==> src/rtl/can_bt_pkg.sv <==
package can_bt_pkg;

  typedef enum logic [2:0] {
    SEG_IDLE,
    SEG_SYNC,
    SEG_PROP,
    SEG_PH1,
    SEG_PH2
  } seg_t;

  function automatic logic vote3(input logic a, input logic b, input logic c);
    return (a & b) | (a & c) | (b & c);
  endfunction

endpackage

==> src/rtl/can_bt_cfg_hold.sv <==
module can_bt_cfg_hold #(
  parameter int BRP_W = 7,
  parameter int SEG_W = 3,
  parameter int SJW_W = 2
) (
  input  logic             clk,
  input  logic             rst,
  input  logic             enable,
  input  logic [BRP_W-1:0] in_brp,
  input  logic [SEG_W-1:0] in_prop,
  input  logic [SEG_W-1:0] in_ph1,
  input  logic [SEG_W-1:0] in_ph2,
  input  logic [SJW_W-1:0] in_sjw,
  input  logic             in_smp,
  output logic [BRP_W-1:0] q_brp,
  output logic [SEG_W-1:0] q_prop,
  output logic [SEG_W-1:0] q_ph1,
  output logic [SEG_W-1:0] q_ph2,
  output logic [SJW_W-1:0] q_sjw,
  output logic             q_triple,
  output logic             q_error
);

  // Capture only while the timer is stopped; enabled writes are dropped.
  always_ff @(posedge clk) begin
    if (rst) begin
      q_brp    <= '0;
      q_prop   <= '0;
      q_ph1    <= '0;
      q_ph2    <= '0;
      q_sjw    <= '0;
      q_triple <= 1'b0;
      q_error  <= 1'b0;
    end else if (!enable) begin
      q_brp    <= in_brp;
      q_prop   <= in_prop;
      q_ph1    <= in_ph1;
      q_ph2    <= in_ph2;
      q_sjw    <= in_sjw;
      q_triple <= in_smp && (in_brp != '0);
      q_error  <= (in_brp == '0) || (in_ph2 == '0);
    end
  end

endmodule

==> src/rtl/can_bt_prescaler.sv <==
module can_bt_prescaler #(
  parameter int BRP_W = 7
) (
  input  logic             clk,
  input  logic             rst,
  input  logic             hold,
  input  logic [BRP_W-1:0] div,
  output logic             tick
);

  logic [BRP_W-1:0] pcnt;

  assign tick = !hold && (pcnt == div);

  always_ff @(posedge clk) begin
    if (rst || hold || tick) pcnt <= '0;
    else                     pcnt <= pcnt + 1'b1;
  end

endmodule

==> src/rtl/can_bt_sampler.sv <==
module can_bt_sampler
  import can_bt_pkg::*;
(
  input  logic clk,
  input  logic rst,
  input  logic enable,
  input  logic rx,
  input  logic strobe,
  input  logic triple,
  output logic fall,
  output logic sample_valid,
  output logic sample_bit
);

  logic rx_q, rx_qq, sp_d;

  assign fall = rx_qq & ~rx_q;

  always_ff @(posedge clk) begin
    if (rst) begin
      rx_q         <= 1'b1;
      rx_qq        <= 1'b1;
      sp_d         <= 1'b0;
      sample_valid <= 1'b0;
      sample_bit   <= 1'b1;
    end else begin
      rx_q         <= rx;
      rx_qq        <= rx_q;
      sp_d         <= strobe && enable;
      sample_valid <= sp_d && enable;
      // rx_qq, rx_q and rx are the levels at sample point -1, 0 and +1.
      if (sp_d && enable)
        sample_bit <= triple ? vote3(rx, rx_q, rx_qq) : rx_q;
    end
  end

endmodule

==> src/rtl/can_bit_timer.sv <==
module can_bit_timer
  import can_bt_pkg::*;
#(
  parameter int BRP_W = 7,
  parameter int SEG_W = 3,
  parameter int SJW_W = 2
) (
  input  logic             clk,
  input  logic             rst,
  input  logic             enable,
  input  logic [BRP_W-1:0] cfg_brp,
  input  logic [SEG_W-1:0] cfg_prop,
  input  logic [SEG_W-1:0] cfg_ph1,
  input  logic [SEG_W-1:0] cfg_ph2,
  input  logic [SJW_W-1:0] cfg_sjw,
  input  logic             cfg_smp,
  input  logic             rx,
  output logic             sample_valid,
  output logic             sample_bit,
  output logic             cfg_error
);

  localparam int CNT_W = SEG_W + 2;
  localparam logic [CNT_W-1:0] ONE = CNT_W'(1);

  logic [BRP_W-1:0] sh_brp;
  logic [SEG_W-1:0] sh_prop, sh_ph1, sh_ph2;
  logic [SJW_W-1:0] sh_sjw;
  logic             sh_triple;

  seg_t             seg_q;
  logic [CNT_W-1:0] qcnt, ph1_lim, ph2_lim;
  logic             synced;
  logic             tick, fall, sp_cond;

  logic [CNT_W-1:0] jump, late_pos, late_err, late_amt, early_err, early_amt;

  can_bt_cfg_hold #(.BRP_W(BRP_W), .SEG_W(SEG_W), .SJW_W(SJW_W)) u_cfg (
    .clk(clk), .rst(rst), .enable(enable),
    .in_brp(cfg_brp), .in_prop(cfg_prop), .in_ph1(cfg_ph1),
    .in_ph2(cfg_ph2), .in_sjw(cfg_sjw), .in_smp(cfg_smp),
    .q_brp(sh_brp), .q_prop(sh_prop), .q_ph1(sh_ph1),
    .q_ph2(sh_ph2), .q_sjw(sh_sjw), .q_triple(sh_triple),
    .q_error(cfg_error)
  );

  can_bt_prescaler #(.BRP_W(BRP_W)) u_pre (
    .clk(clk), .rst(rst), .hold(seg_q == SEG_IDLE), .div(sh_brp), .tick(tick)
  );

  can_bt_sampler u_smp (
    .clk(clk), .rst(rst), .enable(enable), .rx(rx), .strobe(sp_cond),
    .triple(sh_triple), .fall(fall), .sample_valid(sample_valid),
    .sample_bit(sample_bit)
  );

  assign sp_cond = tick && (seg_q == SEG_PH1) && (qcnt == ph1_lim);

  // Phase error in quanta, clamped to the jump width.
  always_comb begin
    jump      = CNT_W'(sh_sjw) + ONE;
    late_pos  = (seg_q == SEG_PROP) ? qcnt : CNT_W'(sh_prop) + ONE + qcnt;
    late_err  = late_pos + ONE;
    late_amt  = (late_err > jump) ? jump : late_err;
    early_err = CNT_W'(sh_ph2) - qcnt;
    early_amt = (early_err > jump) ? jump : early_err;
  end

  always_ff @(posedge clk) begin
    if (rst || !enable) begin
      seg_q   <= SEG_IDLE;
      qcnt    <= '0;
      ph1_lim <= '0;
      ph2_lim <= '0;
      synced  <= 1'b0;
    end else if (seg_q == SEG_IDLE) begin
      if (fall) begin
        seg_q   <= SEG_SYNC;
        qcnt    <= '0;
        synced  <= 1'b1;
        ph1_lim <= CNT_W'(sh_ph1);
        ph2_lim <= CNT_W'(sh_ph2);
      end
    end else begin
      if (fall && !synced) begin
        synced <= 1'b1;
        if (seg_q == SEG_PROP || seg_q == SEG_PH1)
          ph1_lim <= CNT_W'(sh_ph1) + late_amt;
        else if (seg_q == SEG_PH2)
          ph2_lim <= CNT_W'(sh_ph2) - early_amt;
      end
      if (tick) begin
        case (seg_q)
          SEG_SYNC: begin
            seg_q <= SEG_PROP;
            qcnt  <= '0;
          end
          SEG_PROP: begin
            if (qcnt == CNT_W'(sh_prop)) begin
              seg_q <= SEG_PH1;
              qcnt  <= '0;
            end else qcnt <= qcnt + ONE;
          end
          SEG_PH1: begin
            if (qcnt == ph1_lim) begin
              seg_q <= SEG_PH2;
              qcnt  <= '0;
            end else qcnt <= qcnt + ONE;
          end
          SEG_PH2: begin
            if (qcnt == ph2_lim) begin
              seg_q   <= SEG_SYNC;
              qcnt    <= '0;
              synced  <= 1'b0;
              ph1_lim <= CNT_W'(sh_ph1);
              ph2_lim <= CNT_W'(sh_ph2);
            end else qcnt <= qcnt + ONE;
          end
          default: seg_q <= SEG_IDLE;
        endcase
      end
    end
  end

endmodule

==> config.mk <==
export PLATFORM = sky130hd
export DESIGN_NAME = can_bit_timer
export DESIGN_NICKNAME = d
export VERILOG_FILES = /design/src/rtl/can_bt_pkg.sv /design/src/rtl/can_bt_cfg_hold.sv /design/src/rtl/can_bt_prescaler.sv /design/src/rtl/can_bt_sampler.sv /design/src/rtl/can_bit_timer.sv
export SDC_FILE = /design/constraint.sdc
export NUM_CORES = 1
export LEC_CHECK = 0
export BUFFER_PORTS_ARGS = -buffer_cell sky130_fd_sc_hd__buf_4
export CAP_MARGIN = 20
export CORE_MARGIN = 2
export CORE_UTILIZATION = 35
export DETAILED_ROUTE_END_ITERATION = 16
export GPL_ROUTABILITY_DRIVEN = 0
export PLACE_DENSITY = 0.49
export SLEW_MARGIN = 40
export SYNTH_ARGS = -nofsm -noshare
export SYNTH_HDL_FRONTEND = slang
export SYNTH_HIERARCHICAL = 1
export SYNTH_SLANG_ARGS = --single-unit
==> constraint.sdc <==
create_clock -name clk -period 7.2 [get_ports clk]
set_clock_uncertainty 0.1 [all_clocks]
set_input_delay 1.08 -clock clk [delete_from_list [all_inputs] [get_ports clk]]
set_output_delay 1.08 -clock clk [all_outputs]
set_load 0.02 [all_outputs]
==> results.json, run 1 <==
{
  "seq_area_frac_synth_pct": 32.2,
  "row_count": 34,
  "io_buffers": 25,
  "grt_max_degree": 29,
  "root_buffer": "clkbuf_8",
  "tns_ns": 0,
  "fin_crit_ns": 4.24,
  "start_kind": "flop",
  "ctsResizeCount": 0,
  "drive_above_1_share_pct": 14.7,
  "syn_avg_cell_area_um2": 9.07,
  "syn_area_mm2": 0.00317,
  "clk_path_buf_depth": 2,
  "core_area_mm2": 0.00876,
  "ir_worst_vdd_uv": 90.6,
  "hold_viol": 0,
  "die_area_mm2": 0.00985,
  "ys_top_cells_by_area": "dfxtp_1 (32%), ha_1 (9.1%), mux2i_1 (7.9%)",
  "yosys_warnings": 6,
  "clock_latency_ns": 0.31,
  "track_usage_pct": 15.0,
  "die_h_um": 99.2,
  "ctsHoldBuffers": 0,
  "wl_per_cell_um": 14.6,
  "gr-total-overflow": 0,
  "endpoint_kind": "flop",
  "htree_num_levels": 2,
  "drc": 0,
  "drv_slew": 0,
  "io_pins": 26,
  "synth.distinct_cells": 53,
  "synth.top_cell.area_share_pct": 32.2,
  "cp_common_cell": "ha_1",
  "cp.buffers_inverters": 1,
  "synth_fp_nets": 400,
  "grt_pass1_wl_um": 11800,
  "die_w_um": 99.2,
  "grt_pass1_vias": 2367,
  "tightest_slew_ns": 0.642,
  "hold_path_class": "flop to flop",
  "status": "completed",
  "crit_family": "adder cells",
  "slew-limit-headroom_pct": 55.9,
  "path_class": "flop to flop",
  "total_power_mw": 0.655,
  "path_cells": "inv_1 > ha_1 > fa_1 > a21oi_1 > ha_1 > ha_1 > nor2b_1 > o21ai_0 > a32oi_1 > a211o_1 > o22a_2 > mux2i_1 > ha_1 > fa_1 > xor2_1 > o21ai_0 > nor3_1",
  "cpPeakStageDelay_ns": 0.52,
  "synth-main-ff-cell": "dfxtp_1",
  "critPathSlowestCell": "dfxtp_1",
  "area_growth_pct": 11.2,
  "cts.sinks": 51,
  "cts.clk_slew.worst_paths_ns": 0.10,
  "antenna_found_initial": 0,
  "cts_buffers": 5,
  "drtAntennaViolNets": 0,
  "cts_tree": "yes",
  "p_leak_nw": 1.47,
  "num-nets-final": 416,
  "fin_crit_sh_pct": 58.9,
  "synth.largest_area_cell": "dfxtp_1",
  "finalSetupViolCount": 0,
  "power_density_mw_per_mm2": 186,
  "drv_cap": 0,
  "finalCoreUtilization_pct": 40.3,
  "critPathMaxFanout": 9,
  "synth_edf_count": 0,
  "hpwl_um": 5370,
  "ys_ff_latch": 51,
  "fmax_mhz": 236,
  "vias": 2398,
  "n_fill_cell": 884,
  "synth_cells": 350,
  "post-cts-setup-buffer-count": 0,
  "drt_iter0_drc": 102,
  "worst_ep_arrival_time_ns": 4.38,
  "wirelength_um": 6920,
  "rsz0062_at_grt": "no",
  "start_util_pct": 36.2,
  "async_flop_share_pct": 0,
  "first_pass_iters": 4,
  "num_antenna_cells": 0,
  "viasPerCell": 5.05,
  "cp_data_required_time_ns": 7.34
}
==> path summary, 6_finish.rpt <==
| kind | from | endpoint | slack, ns | cells past startpoint |
|---|---|---|---|---|
| worst min-delay path | ph1_lim[4]$_SDFFE_PP0N_ | ph1_lim[4]$_SDFFE_PP0N_ | 0.35 | 2 |
| worst min register to register | ph1_lim[4]$_SDFFE_PP0N_ | ph1_lim[4]$_SDFFE_PP0N_ | 0.35 | 2 |
| worst max register to register | qcnt[0]$_SDFFE_PP0P_ | ph1_lim[2]$_SDFFE_PP0N_ | 2.96 | 17 |
| worst max-delay path | qcnt[0]$_SDFFE_PP0P_ | ph1_lim[2]$_SDFFE_PP0N_ | 2.96 | 17 |
==> state kept, by name, summed over array words and instances, names as in the netlist, 2 cells and up <==
name          count
u_cfg/q_sjw       2
ph1_lim           5
u_cfg/q_ph2       3
u_cfg/q_brp       7
u_cfg/q_prop      3
u_cfg/q_ph1       3
ph2_lim           5
seg_q             3
u_pre/pcnt        7
qcnt              5
==> synth_stat cells (3+ instances only) <==
library cell  count
a21o_1            3
a21oi_1          13
a31oi_1           4
and3_1            3
clkbuf_1         10
dfxtp_1          51
fa_1              4
ha_1             23
inv_1            16
mux2i_1          25
nand2_1          13
nand2b_1          6
nand3_1          10
nand4_1           3
nor2_1           53
nor2b_1           8
nor3_1           13
nor4_1            3
nor4_4            3
o21ai_0           9
o31ai_1           3
or2_2             4
xnor2_1          14
xor2_1           18
==> final cells by class <==
class                      count  area [µm²]  area share, %
sequential                    51        1020           28.9
tap                          108         135           3.83
clock buffer                   6        82.6           2.34
multi-input combinational    267        2000           56.8
clock inverter                 2        38.8           1.10
timing repair buffer          25         188           5.32
inverter                      16        60.1           1.70
==> cells in the final DEF (no fill, tap or decap), types with 6 or more instances in the layout <==
master / netlist / routed
a21oi_1: 13 / 13
buf_4: 2 / 25
clkbuf_8: 0 / 6
dfxtp_1: 51 / 51
ha_1: 23 / 23
inv_1: 16 / 16
mux2i_1: 25 / 25
nand2_1: 13 / 13
nand2b_1: 6 / 6
nand3_1: 10 / 10
nor2_1: 53 / 53
nor2b_1: 8 / 8
nor3_1: 13 / 13
o21ai_0: 9 / 9
xnor2_1: 14 / 14
xor2_1: 18 / 18
==> power breakdown <==
group	internal [mW]	switching, mW
registers	0.291	0.00943
logic	0.0695	0.0725
clock network	0.114	0.0980
total	0.475	0.180
==> layer usage <==
layer / up-vias / global-route usage, % / share of wire, %
met2: 43 / 24.0 / 45
met3: 12 / 2.32 / 2.8
li1: 1248 / - / -
met4: 0 / 5.48 / 2.6
met1: 1095 / 20.5 / 49
met5: - / 0 / 0
==> per-stage QoR <==
step | hold WS (ns) | cells | setup slack (ns) | instance area (µm²)
after floorplan | 0.321 | 350 | 3.14 | 3170
after global placement | 0.337 | 467 | 3.07 | 3400
after detailed placement | 0.338 | 467 | 2.95 | 3410
after CTS | 0.353 | 475 | 2.93 | 3530
after global routing | 0.380 | 475 | 2.69 | 3530
final | 0.353 | 475 | 2.96 | 3530
==> kinds of logic (layout without fill, tap and decap cells) <==
kind of cell               count (synthesis)  after routing  synth area share [%]
buffers and inverters                     32             49                  4.89
DFF                                       51             51                  32.2
xor gates and xnor gates                  32             32                  8.83
AOI/OAI and AO/OA                         49             49                  10.9
muxes                                     30             30                  10.2
and+or+nand+nor                          129            129                  21.4
adders and majority gates                 27             27                  11.6
==> worst min-delay path, delay by kind of cell (launching register included) <==
kind | cells | cell delay [ns]
flip-flops | 1 | 0.33
AND/OR/NAND/NOR | 2 | 0.09
No activity file was read; power rests on OpenSTA's default activity.
==> inputs of run 2 (changes only) <==
PLACE_DENSITY = 0.51   (was 0.49)
clock period = 3.6 ns   (was 7.2 ns; I/O delays follow)
==> run 2 against run 1 <==
Die area unchanged; highest routed layer unchanged; clock-buffer cell count shrank 1; worst setup slack got worse by 3.2 ns; register-to-register slack got worse by 3.2 ns; the run now ends with negative setup slack left; final cell count up 8.0%; hold slack lost 0.020 ns; core utilization is 4.7 points higher.
==> results.json, run 2 (synthesis results as in run 1) <==
{
  "grt_max_degree": 29,
  "status": "finished with violations",
  "slew-limit-headroom_pct": 54.1,
  "tightest_slew_ns": 0.684,
  "place_inst": 497,
  "final_cell_area_mm2": 0.00394,
  "cp_data_required_time_ns": 3.74,
  "vias": 2619,
  "wirelength_um": 7550,
  "antenna_found_initial": 0,
  "num_antenna_cells": 0,
  "drc": 0,
  "cts_buffers": 5,
  "fmax_mhz": 262,
  "drv_cap": 0,
  "fin_crit_sh_pct": 106,
  "place_area_mm2": 0.00367,
  "endpoint_kind": "flop",
  "core_area_mm2": 0.00876,
  "hpwl_um": 5660,
  "power_density_mw_per_mm2": 347,
  "r2r_slack_ns": -0.22,
  "holdPathStages": 2,
  "clock_latency_ns": 0.31,
  "area_growth_pct": 24.2,
  "row_count": 34,
  "grt_pass1_vias": 2563,
  "path_cells": "inv_4 > ha_4 > fa_1 > a21oi_2 > ha_4 > ha_4 > nor2b_4 > o21ai_1 > a32oi_1 > a211o_1 > o22a_2 > mux2_4 > buf_4 > ha_4 > nand3_1 > a21o_1 > a21oi_2",
  "viasPerCell": 5.11,
  "drive_above_1_share_pct": 28.9,
  "io_buffers": 25,
  "rsz0062_at_grt": "yes",
  "cts.sinks": 51,
  "first_pass_iters": 4,
  "cp_common_cell": "ha_4",
  "clk_path_buf_depth": 2,
  "p_leak_nw": 1.67,
  "drv_slew": 0,
  "die_area_mm2": 0.00985,
  "track_usage_pct": 15.8,
  "critPathSlowestCell": "fa_1",
  "r2r_cells": 17,
  "num-nets-final": 454,
  "finalSetupViolCount": 3,
  "root_buffer": "clkbuf_8",
  "min-delay-start": "rx",
  "cts.clk_slew.worst_paths_ns": 0.11,
  "path_class": "flop to flop",
  "start_kind": "flop",
  "drtAntennaViolNets": 0,
  "reg.largest.list": "u_cfg/q_brp (7), u_pre/pcnt (7)",
  "worstReg2RegEnd": "ph1_lim[3]$_SDFFE_PP0N_",
  "critPathMaxFanout": 3,
  "grt_pass1_wl_um": 12500,
  "cpPeakStageDelay_ns": 0.51,
  "finalHoldWorstSlack_ns": 0.332,
  "die_h_um": 99.2,
  "htree_num_levels": 2,
  "violations": "negative setup slack",
  "start_util_pct": 36.2,
  "finalCoreUtilization_pct": 45.0,
  "layout_commonest_cell": "buf_4",
  "hold_end": "u_smp/rx_q$_SDFF_PP1_",
  "die_w_um": 99.2,
  "fin_cells": 513,
  "layout_common_cells": "buf_4 (63), nor2_1 (53), dfxtp_1 (49), mux2i_1 (24), xor2_1 (17)",
  "cts_tree": "yes",
  "io_pins": 26,
  "hold_path_class": "input pin to flop",
  "ir_worst_vdd_uv": 172,
  "pre_cts_ws_ns": -0.222,
  "gr-total-overflow": 0,
  "drt_iter0_drc": 73,
  "setup_slack_ns": -0.221,
  "fin_crit_ns": 3.82,
  "reg2reg_from": "qcnt[0]$_SDFFE_PP0P_",
  "ctsHoldBuffers": 0,
  "wl_per_cell_um": 14.7,
  "hold_viol": 0,
  "worst_ep_arrival_time_ns": 3.97
}
-- run 2: how the worst max path moves through the flow --
stage                            startpoint                      end  slack [ns]  cells past startpoint
3_3_place_gp   u_cfg/q_prop[0]$_SDFFE_PP0N_  ph1_lim[2]$_SDFFE_PP0N_       -0.14                     16
2_1_floorplan          qcnt[0]$_SDFFE_PP0P_  ph1_lim[1]$_SDFFE_PP0N_       -0.15                     17
5_1_grt                qcnt[0]$_SDFFE_PP0P_  ph1_lim[2]$_SDFFE_PP0N_       -0.40                     16
6_report               qcnt[0]$_SDFFE_PP0P_  ph1_lim[3]$_SDFFE_PP0N_       -0.22                     17
4_1_cts                qcnt[0]$_SDFFE_PP0P_  ph1_lim[1]$_SDFFE_PP0N_       -0.22                     16
3_5_place_dp   u_cfg/q_prop[0]$_SDFFE_PP0N_  ph1_lim[1]$_SDFFE_PP0N_       -0.22                     16
-- run 2: layer usage --
| layer | wire, µm | track usage [%] | share of wire (%) |
|---|---|---|---|
| met5 | 0 | 0 | 0 |
| met1 | 3640 | 20.8 | 48 |
| met4 | 121 | 4.00 | 1.6 |
| met3 | 190 | 2.74 | 2.5 |
| met2 | 3600 | 26.7 | 48 |
-- run 2: power by group --
part | leakage [nW] | internal (mW) | switching [mW]
clock | 0.0491 | 0.144 | 0.223
combinational | 1.20 | 0.222 | 0.183
sequential | 0.417 | 0.582 | 0.0155
total | 1.67 | 0.948 | 0.421
-- run 2: cell type report --
type | instances | area (µm²)
timing repair buffer | 63 | 473
fill | 869 | 4820
sequential | 51 | 1020
multi-input combinational | 267 | 2150
clock buffer | 5 | 68.8
tap | 108 | 135
clock inverter | 3 | 26.3
inverter | 16 | 62.6
-- run 2: what timing repair did --
action	4_1_cts	5_1_grt
setup buffers	3	6
gates cloned	0	0
pin swaps	5	21
setup endpoints to repair	4	6
gates resized for setup	3	19
-- run 2: critical path, delay by kind of cell (launching register included) --
family                     cells  cell delay [ns]
muxes                          1             0.32
and+or+nand+nor                2             0.19
DFF                            1             0.37
buffers and inverters          2             0.19
AOI/OAI and AO/OA              7             1.23
adders and majority gates      5             1.36
-- run 2: stage by stage --
step                setup TNS (ns)  power [mW]
finish                      -0.625        1.37
global route                 -1.31        1.45
CTS                         -0.501        1.33
detailed placement          -0.563       0.950
global placement            -0.326       0.946
floorplan                   -0.298       0.839
